File: config.mk
export PLATFORM = sky130hd
export DESIGN_NAME = pause_rx_detect
export DESIGN_NICKNAME = d
export VERILOG_FILES = /design/src/rtl/pfd_pkg.sv /design/src/rtl/pfd_byte_index.sv /design/src/rtl/pfd_field_match.sv /design/src/rtl/pfd_pause_timer.sv /design/src/rtl/pause_rx_detect.sv
export SDC_FILE = /design/constraint.sdc
export NUM_CORES = 1
export LEC_CHECK = 0
export ABC_AREA = 1
export ABC_CLOCK_PERIOD_IN_PS = 2700
export CAP_MARGIN = 30
export CORE_UTILIZATION = 35
export CTS_CLUSTER_SIZE = 12
export DETAILED_ROUTE_END_ITERATION = 16
export GPL_ROUTABILITY_DRIVEN = 0
export PLACE_DENSITY = 0.54
export SLEW_MARGIN = 5
export SYNTH_ARGS = -nofsm -noshare
export SYNTH_HDL_FRONTEND = slang
export SYNTH_SLANG_ARGS = --single-unit
export TNS_END_PERCENT = 20
File: constraint.sdc
create_clock -name clk -period 2.7 [get_ports clk]
set_clock_uncertainty 0.05 [all_clocks]
set_input_delay 0.54 -clock clk [delete_from_list [all_inputs] [get_ports clk]]
set_output_delay 0.54 -clock clk [all_outputs]
set_load 0.02 [all_outputs]
File: src/rtl/pfd_pkg.sv
// Package: constants shared by the pause frame detector.
// Byte offsets follow wire order; the parser depends on them.
package pfd_pkg;
    localparam int            MAC_BYTES   = 6;
    localparam logic [47:0]   PAUSE_MCAST = 48'h0180_C200_0001;
    localparam logic [15:0]   CTRL_TYPE   = 16'h8808;
    localparam logic [15:0]   PAUSE_OPC   = 16'h0001;
    localparam int            OFS_TYPE    = 12;
    localparam int            OFS_OPC     = 14;
    localparam int            OFS_PTIME   = 16;

    // Running verdict for the fields seen so far in a frame.
    typedef struct packed {
        logic mc_ok;
        logic uc_ok;
        logic type_ok;
        logic opc_ok;
    } field_ok_t;
endpackage

File: src/rtl/pfd_byte_index.sv
// Module: tracks where the receive stream is inside a frame.
// It gives the position of the byte present this cycle, and flags
// bytes that belong to a frame and the byte that closes one.
// Assumes: rx_sof and rx_eof are only meaningful with rx_valid.
module pfd_byte_index #(
    parameter int IDX_W = 5
) (
    input  logic             clk,
    input  logic             rst_n,
    input  logic             rx_valid,
    input  logic             rx_sof,
    input  logic             rx_eof,
    output logic [IDX_W-1:0] cur_idx,
    output logic             byte_live,
    output logic             frame_end
);
    localparam logic [IDX_W-1:0] IDX_MAX = '1;

    logic             in_frame_q;
    logic [IDX_W-1:0] idx_q;

    // Position of the present byte; a start marker forces zero.
    always_comb begin
        cur_idx   = rx_sof ? '0 : idx_q;
        byte_live = rx_valid && (rx_sof || in_frame_q);
        frame_end = byte_live && rx_eof;
    end

    // Advance the saturating position and the in-frame flag.
    always_ff @(posedge clk) begin
        if (!rst_n) begin
            in_frame_q <= 1'b0;
            idx_q      <= '0;
        end else if (byte_live) begin
            in_frame_q <= !rx_eof;
            idx_q      <= (cur_idx == IDX_MAX) ? IDX_MAX : cur_idx + 1'b1;
        end
    end
endmodule

File: src/rtl/pfd_field_match.sv
// Module: compares the header fields of a frame byte by byte and
// captures the pause time. Its outputs already include the byte
// present this cycle, so the decision can be taken on the closing byte.
// Assumes: station_addr is stable while a frame is parsed.
module pfd_field_match
    import pfd_pkg::*;
#(
    parameter int IDX_W = 5,
    parameter int PT_W  = 16
) (
    input  logic             clk,
    input  logic             rst_n,
    input  logic             byte_live,
    input  logic             first_byte,
    input  logic [IDX_W-1:0] cur_idx,
    input  logic [7:0]       rx_data,
    input  logic [47:0]      station_addr,
    output logic             hdr_match,
    output logic [PT_W-1:0]  ptime_now
);
    localparam int PT_BYTES = PT_W / 8;
    localparam logic [IDX_W-1:0] I_TYPE0 = IDX_W'(OFS_TYPE);
    localparam logic [IDX_W-1:0] I_TYPE1 = IDX_W'(OFS_TYPE + 1);
    localparam logic [IDX_W-1:0] I_OPC0  = IDX_W'(OFS_OPC);
    localparam logic [IDX_W-1:0] I_OPC1  = IDX_W'(OFS_OPC + 1);
    localparam logic [IDX_W-1:0] I_PT_LO = IDX_W'(OFS_PTIME);
    localparam logic [IDX_W-1:0] I_PT_HI = IDX_W'(OFS_PTIME + PT_BYTES);

    field_ok_t           ok_q, ok_base, ok_n;
    logic [PT_W-1:0]     pt_q, pt_base, pt_n;
    logic [MAC_BYTES-1:0] da_sel, mc_eq, uc_eq;

    // One compare lane per destination address byte.
    for (genvar g = 0; g < MAC_BYTES; g++) begin : g_da_lane
        localparam int SH = 8 * (MAC_BYTES - 1 - g);
        assign da_sel[g] = (cur_idx == IDX_W'(g));
        assign mc_eq[g]  = (rx_data == PAUSE_MCAST[SH +: 8]);
        assign uc_eq[g]  = (rx_data == station_addr[SH +: 8]);
    end

    // Fold the present byte into the running verdict.
    always_comb begin
        ok_base = first_byte ? '{mc_ok: 1'b1, uc_ok: 1'b1, type_ok: 1'b1, opc_ok: 1'b1} : ok_q;
        pt_base = first_byte ? '0 : pt_q;
        ok_n    = ok_base;
        pt_n    = pt_base;
        if (|da_sel) begin
            ok_n.mc_ok = ok_base.mc_ok && !(|(da_sel & ~mc_eq));
            ok_n.uc_ok = ok_base.uc_ok && !(|(da_sel & ~uc_eq));
        end
        if (cur_idx == I_TYPE0) ok_n.type_ok = ok_base.type_ok && (rx_data == CTRL_TYPE[15:8]);
        if (cur_idx == I_TYPE1) ok_n.type_ok = ok_base.type_ok && (rx_data == CTRL_TYPE[7:0]);
        if (cur_idx == I_OPC0)  ok_n.opc_ok  = ok_base.opc_ok  && (rx_data == PAUSE_OPC[15:8]);
        if (cur_idx == I_OPC1)  ok_n.opc_ok  = ok_base.opc_ok  && (rx_data == PAUSE_OPC[7:0]);
        if (cur_idx >= I_PT_LO && cur_idx < I_PT_HI) pt_n = {pt_base[PT_W-9:0], rx_data};
    end

    // Verdict as of the present byte, for the frame decision.
    always_comb begin
        hdr_match = (ok_n.mc_ok || ok_n.uc_ok) && ok_n.type_ok && ok_n.opc_ok;
        ptime_now = pt_n;
    end

    // Keep the verdict for the next byte of the frame.
    always_ff @(posedge clk) begin
        if (!rst_n) begin
            ok_q <= '0;
            pt_q <= '0;
        end else if (byte_live) begin
            ok_q <= ok_n;
            pt_q <= pt_n;
        end
    end
endmodule

File: src/rtl/pfd_pause_timer.sv
// Module: pause countdown in quanta. A load replaces the count and
// wins over a tick in the same cycle. The hold-off follows count != 0.
module pfd_pause_timer #(
    parameter int PT_W = 16
) (
    input  logic            clk,
    input  logic            rst_n,
    input  logic            load,
    input  logic [PT_W-1:0] load_val,
    input  logic            tick,
    output logic            hold_off
);
    logic [PT_W-1:0] count_q;

    // Load, or step down on a tick until zero.
    always_ff @(posedge clk) begin
        if (!rst_n)                       count_q <= '0;
        else if (load)                    count_q <= load_val;
        else if (tick && count_q != '0)   count_q <= count_q - 1'b1;
    end

    // Transmit hold-off while any quanta remain.
    always_comb hold_off = (count_q != '0);
endmodule

File: src/rtl/pause_rx_detect.sv
// Module: top level of the receive-side pause frame detector.
// It ties together position tracking, field compare and the countdown,
// and takes the accept decision on the closing byte of a frame.
// Assumes: markers come only with rx_valid, and rx_crc_ok is read only
// with the closing byte.
module pause_rx_detect
    import pfd_pkg::*;
#(
    parameter int IDX_W = 5,
    parameter int PT_W  = 16
) (
    input  logic        clk,
    input  logic        rst_n,
    input  logic        rx_valid,
    input  logic        rx_sof,
    input  logic        rx_eof,
    input  logic [7:0]  rx_data,
    input  logic        rx_crc_ok,
    input  logic [47:0] station_addr,
    input  logic        fc_enable,
    input  logic        quanta_tick,
    output logic        tx_inhibit,
    output logic        pause_seen
);
    localparam int MIN_BYTES = OFS_PTIME + PT_W / 8;
    localparam logic [IDX_W-1:0] I_LAST_MIN = IDX_W'(MIN_BYTES - 1);

    logic [IDX_W-1:0] cur_idx;
    logic             byte_live, frame_end, hdr_match, accept;
    logic [PT_W-1:0]  ptime_now;

    pfd_byte_index #(.IDX_W(IDX_W)) u_idx (
        .clk(clk), .rst_n(rst_n), .rx_valid(rx_valid), .rx_sof(rx_sof),
        .rx_eof(rx_eof), .cur_idx(cur_idx), .byte_live(byte_live),
        .frame_end(frame_end)
    );

    pfd_field_match #(.IDX_W(IDX_W), .PT_W(PT_W)) u_match (
        .clk(clk), .rst_n(rst_n), .byte_live(byte_live), .first_byte(rx_sof),
        .cur_idx(cur_idx), .rx_data(rx_data), .station_addr(station_addr),
        .hdr_match(hdr_match), .ptime_now(ptime_now)
    );

    // Accept on a good, long enough, enabled frame with matching fields.
    always_comb accept = frame_end && rx_crc_ok && fc_enable && hdr_match
                         && (cur_idx >= I_LAST_MIN);

    pfd_pause_timer #(.PT_W(PT_W)) u_timer (
        .clk(clk), .rst_n(rst_n), .load(accept), .load_val(ptime_now),
        .tick(quanta_tick), .hold_off(tx_inhibit)
    );

    // One-cycle pulse per accepted frame.
    always_ff @(posedge clk) begin
        if (!rst_n) pause_seen <= 1'b0;
        else        pause_seen <= accept;
    end
endmodule

==> results of run 1 <==
==> per-stage QoR <==
| stage | instances | utilization | setup TNS (ns) | setup WS [ns] | hold WS [ns] |
|---|---|---|---|---|---|
| after global routing | 789 | 0.484 | -0.0140 | -0.00866 | 0.479 |
| final | 789 | 0.484 | 0 | 0.207 | 0.459 |
| after floorplan | 574 | - | 0 | 0.609 | 0.417 |
| after global placement | 778 | 0.472 | -1.01 | -0.106 | 0.431 |
| after detailed placement | 778 | 0.472 | -1.37 | -0.121 | 0.430 |
| after CTS | 786 | 0.481 | 0 | 0.122 | 0.459 |
==> how the worst max path moves through the flow <==
stage	startpoint	to	slack, ns
after global placement	rx_sof	u_timer.count_q[12]	-0.11
after CTS	u_timer.count_q[0]	tx_inhibit	0.12
after global routing	rx_sof	u_timer.count_q[2]	-0.009
after floorplan	rx_data[7]	u_timer.count_q[12]	0.61
final	rx_sof	u_timer.count_q[12]	0.21
after detailed placement	rx_sof	u_timer.count_q[1]	-0.12
==> placed cells by master (no fill, tap or decap), types with 2 or more instances in the layout <==
| cell type | instances |
|---|---|
| o211ai_1 | 8 |
| nor2_2 | 4 |
| clkdlybuf4s50_1 | 64 |
| nand3_2 | 3 |
| nand2_2 | 7 |
| nand2_4 | 2 |
| or2_2 | 5 |
| inv_2 | 7 |
| buf_4 | 34 |
| nor3_1 | 3 |
| nand3_1 | 42 |
| dfxtp_1 | 43 |
| nand2_1 | 154 |
| buf_12 | 4 |
| nor2_1 | 74 |
| inv_1 | 64 |
| o21ai_0 | 51 |
| clkbuf_8 | 5 |
| a21oi_1 | 17 |
| nand4_1 | 5 |
| nor3_2 | 2 |
| o21ai_1 | 3 |
| xor2_1 | 10 |
| xnor2_1 | 30 |
| nor2_8 | 2 |
==> registers in the layout (all words and copies together) (netlist names) <==
register / cells
u_match.pt_q: 16
u_timer.count_q: 16
u_idx.idx_q: 5
u_match.ok_q: 4
pause_seen: 1
u_idx.in_frame_q: 1
==> kinds of logic after synthesis <==
kind of cell,after synthesis
compound gates,84
xor+xnor,40
fa+ha+maj,1
buf+inv,97
flops,43
simple gates,309
==> worst min-delay path: cells and delay by family, from the launching register on <==
family	cells	cell delay [ns]
buffers and inverters	1	0.05
AO/OA/AOI/OAI	1	0.10
flip-flops	1	0.34
==> where the power goes <==
group          switching, W  internal (W)  total (W)
registers         0.0000904      0.000738   0.000828
logic              0.000626      0.000534    0.00116
clock network      0.000234      0.000181   0.000415
total              0.000950       0.00145    0.00240
==> metal layers <==
layer | up-vias | global-route usage | wire length, microns
met3 | 7 | 0.0304 | 421
met1 | 1611 | 0.267 | 4690
met5 | - | 0 | 0
met2 | 83 | 0.321 | 4290
li1 | 1970 | - | -
met4 | 0 | 0.0502 | 93
==> layout make-up <==
type / count / share of cell area
inverters: 72 / 0.0593
repair buffers: 103 / 0.216
well taps: 129 / 0.0354
clock buffers: 6 / 0.0159
multi-input cells: 434 / 0.482
flip-flops and latches: 43 / 0.189
clock inverters: 2 / 0.00275
==> repair_timing <==
action	in CTS	in global routing
resized for setup	1	2
hold buffers	0	0
endpoints found under the setup margin	1	4
setup buffers	0	3
pin swaps	0	2
cloned	0	0
==> impl_results.md, run 1 <==
- Part of the Yosys area used for sequential elements: 0.248
- Simple-gate area share of the yosys netlist: 0.394
- Post-synth cell types: 39
- Pwr Total: 0.00240 W
- Final #Nets: about 720
- Fin. Hold Viols: 0
- Synth warn: 0
- Worst Hold Class: flip-flop to flip-flop
- Post-Synth XOR/XNOR Area: 0.101
- CTS H-tree lvls: 2
- # setup viols final: 0
- Max Clk Rate: 401 MHz
- Routed len/inst: approximately 12 microns
- Largest stage delay, worst path: between 0.4 and 0.5 ns
- Core Area: 0.00942 sq mm
- Crit path time final: roughly 2.5 ns
- Min-delay src: u_match.pt_q[1]
- Cell area after layout: roughly 0.0046 sq mm
- Clock tree root driver cell: clkbuf_8
- Flop2flop setup slack: 0.21 ns
- Critical-path cell list: clkdlybuf4s50_1, inv_2, nand2_1, nand2_1, inv_2, nand2_1, nand3_1, nand3_1, nand4_1, nor2_8, nand2_4, buf_4, o21ai_0, nor2_1
- R2r endpoint: u_timer.count_q[1]
- Critical Path Start Type: input port
- Outcome: finished, final reports clean
- Clk buf depth: 2
- DRC Markers: 0
- Multi-input logic area: 0.00219 sq mm
- Antenna diode count: 0
- CTS Buf Count: 5
- R2r worst-path depth: 11
- CP endpoint kind: flip-flop
- Placed Instance Area: roughly 0.0044 sq mm
- Layout cells sized above 1: 0.123
- CTS Sinks: 43
- Vias in the first global route: roughly 3400
- Max-Slew Margin vs Limit: 0.618
- Slew Viols, Final: 0
- Hpwl dp: 7470 microns
- Post-synth ARST share: 0
- Largest family of logic cells by synthesized area: simple AND/OR/NAND/NOR gates
- DRT iter0 DRCs: roughly 200
- Hold endpoint: u_match.pt_q[1]
- Die area: 0.0103 sq mm
- Gr ovfl total: 0
- Most used cell, CP: nand2_1
- Mapped Area: about 0.0035 sq mm
- I/O Buffers: 65
- Drt first pass iters: 5
- Antenna violations before repair: 0
- Gr usage total: 0.196
- CTS tree: done
- Number of flops mapped to enable cells by yosys: 0
- Synth Instances: approximately 570
- Lkg Pwr: about 2.2 nW
- Compound-Gate Fraction of Synth Area: 0.132
- Worst Path Buf+Inv: 4
- R2R Path Start: u_timer.count_q[0]
- Post-Syn Nets: 639
- Filler instances: slightly below 1000
- Synth Area in Adders: 0.00360
- Die Span Y: just over 100 microns
- I/O pins: 66
- Hold Path Depth: 2
- Worst-path clk slew: about 0.10 ns
- Yosys top cell by area: dfxtp_1
- Register area: 861 sq um
- DR vias/cell: 4.65
- Max IR drop VDD: about 0.21 mV
- First-pass GRT wire length: ~16000 microns
- Row count: 35
- Layout area overhead: 31.1%
- Chip Width: between 100 and 150 microns
- Largest net degree at the start of global routing: 38
- Clock latency on the worst-skew pair: approximately 0.30 ns
- CP required: 2.85 ns
- Top cell family by delay on the critical path: simple AND/OR/NAND/NOR gates
- Synth top area share: 0.248
- Mux cell area share after synthesis: 0
- Dominant synthesized flop cell: dfxtp_1
- Crit Path Class: input port to flip-flop
- Via Count: 3671
- Tcrit/Tclk final: 0.923
- WP depth: 14
- MaxCap Viol Count: 0
- Total routed wirelength: 9490 microns
- Crit-path slowest cell: clkdlybuf4s50_1
- Tightest Pin Transition: around 0.57 ns
- Critical Path AT: 2.64 ns
- CP max FO: 7
- Synth area leaders: dfxtp_1 25%, nand2_1 17%, nor2_1 8.2%
- Most instantiated cells after synthesis: 154 x nand2_1, 76 x nor2_1, 64 x inv_1
- Syn Area/Cell: ~6 sq um
- Most common cell in the netlist: nand2_1
- #FFs+latches synth: 43
- Initial Utilization: 0.369
- P per Cell Area: roughly 530 mW/mm^2
- Antenna-violating nets left: 0
Note: power is estimated with default switching activity, not from simulation.
==> run 2, diff against run 1 <==
Settings changed: CORE_MARGIN set to 2.
==> impl_results.md, run 2 (same netlist as run 1, synthesis figures left out) <==
- Outcome: finished, final reports clean (unchanged)
- Drt first pass iters: 4 (was 5)
- Largest stage delay, worst path: 0.34 ns (was 0.49 ns)
- CTS Buf Count: 5 (unchanged)
- Row count: 36 (was 35)
- Critical Path AT: 1.91 ns (was 2.64 ns)
- Met1 Track Usage GR: 0.253 (was 0.267)
- Largest net degree at the start of global routing: 38 (unchanged)
- CTS tree: done (unchanged)
- Final #Nets: 722 (was 724)
- CTS H-tree lvls: 2 (unchanged)
- Vias in the first global route: 3424 (was 3399)
- Most frequent cells in the layout: 154 x nand2_1, 75 x nor2_1, 64 x inv_1, 64 x clkdlybuf4s50_1, 51 x o21ai_0 (was 154 x nand2_1, 74 x nor2_1, 64 x inv_1, 64 x clkdlybuf4s50_1, 51 x o21ai_0)
- Gr usage total: 0.179 (was 0.196)
- Setup slack after layout: 0.196 ns (was 0.207 ns)
- Die area: 0.0107 sq mm (was 0.0103 sq mm)
- Die Span Y: 104 microns (was 102 microns)
- Fin Hold WS: 0.459 ns (about the same)
- Total routed wirelength: 9470 microns (was 9490 microns)
- Lkg Pwr: 2.17 nW (was 2.16 nW)
- Critical Path Start Type: flip-flop (was input port)
- CP max FO: 3 (was 7)
- MaxCap Viol Count: 0 (unchanged)
- Layout area overhead: 31.9% (was 31.1%)
- DRT iter0 DRCs: 136 (was 203)
- I/O pins: 66 (unchanged)
- Via Count: 3586 (was 3671)
- # setup viols final: 0 (unchanged)
- Antenna-violating nets left: 0 (unchanged)
- Routed len/inst: 12.0 microns (about the same)
- Initial Utilization: 0.359 (was 0.369)
- Register area: 861 sq um (unchanged)
- Core Area: 0.00968 sq mm (was 0.00942 sq mm)
- Filler instances: 1035 (was 987)
- Slew Viols, Final: 0 (unchanged)
- P per Cell Area: 532 mW/mm^2 (was 527 mW/mm^2)
- Worst-path clk slew: 0.10 ns (about the same)
- CP required: 2.11 ns (was 2.85 ns)
- Worst Hold Class: flip-flop to flip-flop (unchanged)
- Met3 Usage GRT: 0.0233 (was 0.0304)
- Clock latency on the worst-skew pair: 0.30 ns (about the same)
- Max Clk Rate: 399 MHz (was 401 MHz)
- Final core occ: 0.473 (was 0.484)
- Antenna violations before repair: 0 (unchanged)
- Hpwl dp: 7710 microns (was 7470 microns)
- Met2 Use GR: 0.292 (was 0.321)
- I/O Buffers: 65 (unchanged)
- Clock tree root driver cell: clkbuf_8 (unchanged)
- Clk buf depth: 2 (unchanged)
- Crit path time final: 2.50 ns (was 2.49 ns)
- DRC Markers: 0 (unchanged)
- CP endpoint kind: primary output (was flip-flop)
- Crit-path slowest cell: dfxtp_1 (was clkdlybuf4s50_1)
- Gr ovfl total: 0 (unchanged)
- Antenna diode count: 0 (unchanged)
- Fin. Hold Viols: 0 (unchanged)
- RSZ-0062 raised after global routing: no
- Commonest non-fill, non-tap cell in the layout: nand2_1 (unchanged)
- Hold-fix buffers, CTS: 0 (unchanged)
- Top flop regs: u_match.pt_q x16, u_timer.count_q x16, u_idx.idx_q x5 (unchanged)
- Tightest Pin Transition: 0.362 ns (was 0.570 ns)
- GRT busiest layer: met2 (unchanged)
- Max IR drop VDD: 0.248 mV (was 0.208 mV)
- CTS Sinks: 43 (unchanged)
- Critical-path cell list: inv_1, ha_1, nand3_2, nor2_2, nand2_1, nor2_1, nand4_1, dlygate4sd2_1 (was clkdlybuf4s50_1, inv_2, nand2_1, nand2_1, inv_2, nand2_1, nand3_1, nand3_1, nand4_1, nor2_8, nand2_4, buf_4, o21ai_0, nor2_1)
- First-pass GRT wire length: 16200 microns (was 16000 microns)
- Tcrit/Tclk final: 0.927 (was 0.923)
- Chip Width: 104 microns (was 102 microns)
- Layout cells sized above 1: 0.122 (was 0.123)
- Setup WS pre-CTS: -0.119 ns (was -0.121 ns)
- Crit Path Class: flip-flop to primary output (was input port to flip-flop)
- Multi-input logic area: 0.00220 sq mm (was 0.00219 sq mm)
- Max-Slew Margin vs Limit: 0.759 (was 0.618)
- DR vias/cell: 4.53 (was 4.65)
==> run 2: where the power goes <==
group          switching [W]  internal (W)
Clock               0.000262      0.000191
Combinational       0.000632      0.000523
Sequential         0.0000920      0.000738
Total               0.000986       0.00145
==> run 2: final timing paths <==
kind / start / to / slack [ns] / cells after the start
min reg2reg: u_match.pt_q[4] / u_match.pt_q[4] / 0.46 / 2
max reg2reg: u_timer.count_q[0] / u_timer.count_q[15] / 0.53 / 11
max: u_timer.count_q[0] / tx_inhibit / 0.20 / 8
min: u_match.pt_q[4] / u_match.pt_q[4] / 0.46 / 2
==> run 2: routing by layer <==
metal,vias to the layer above,wire (microns)
met5,-,0
met1,1545,4930
met4,0,99
li1,1967,-
met3,6,325
met2,68,4110
==> run 2: metrics by stage <==
step	area [sq um]	setup TNS, ns	std cells	total power (W)
floorplan	3470	0	574	0.00164
global placement	4480	-0.907	783	0.00198
detailed placement	4480	-1.17	783	0.00199
CTS	4580	0	791	0.00244
global route	4580	0	791	0.00263
finish	4580	0	791	0.00244
==> run 2: area by class of cell <==
| class | count | area share |
|---|---|---|
| clock buffer | 5 | 0.0150 |
| clock inverter | 3 | 0.00573 |
| inverter | 72 | 0.0590 |
| multi-input combinational | 434 | 0.479 |
| sequential | 43 | 0.188 |
| tap | 133 | 0.0363 |
| timing repair buffer | 101 | 0.217 |
==> run 2: what timing repair did <==
item,4_1_cts,5_1_grt
hold endpoints to repair,0,0
setup buffers,0,0
resized for setup,1,2
endpoints found under the setup margin,1,1
==> run 2: worst max-delay path, delay by kind of cell, from the launching register on <==
| kind | cells | cell delay, ns |
|---|---|---|
| adder cells (fa/ha/maj) | 1 | 0.24 |
| buffers and inverters | 2 | 0.43 |
| flip-flops | 1 | 0.34 |
| AND/OR/NAND/NOR | 5 | 0.61 |
==> run 3, diff against run 2 <==
Settings changed: CORE_MARGIN 2 to not set, SLEW_MARGIN 5 to 10.
==> results of run 3 <==
No change in the layout: final DEF, timing and power equal those of run 1.
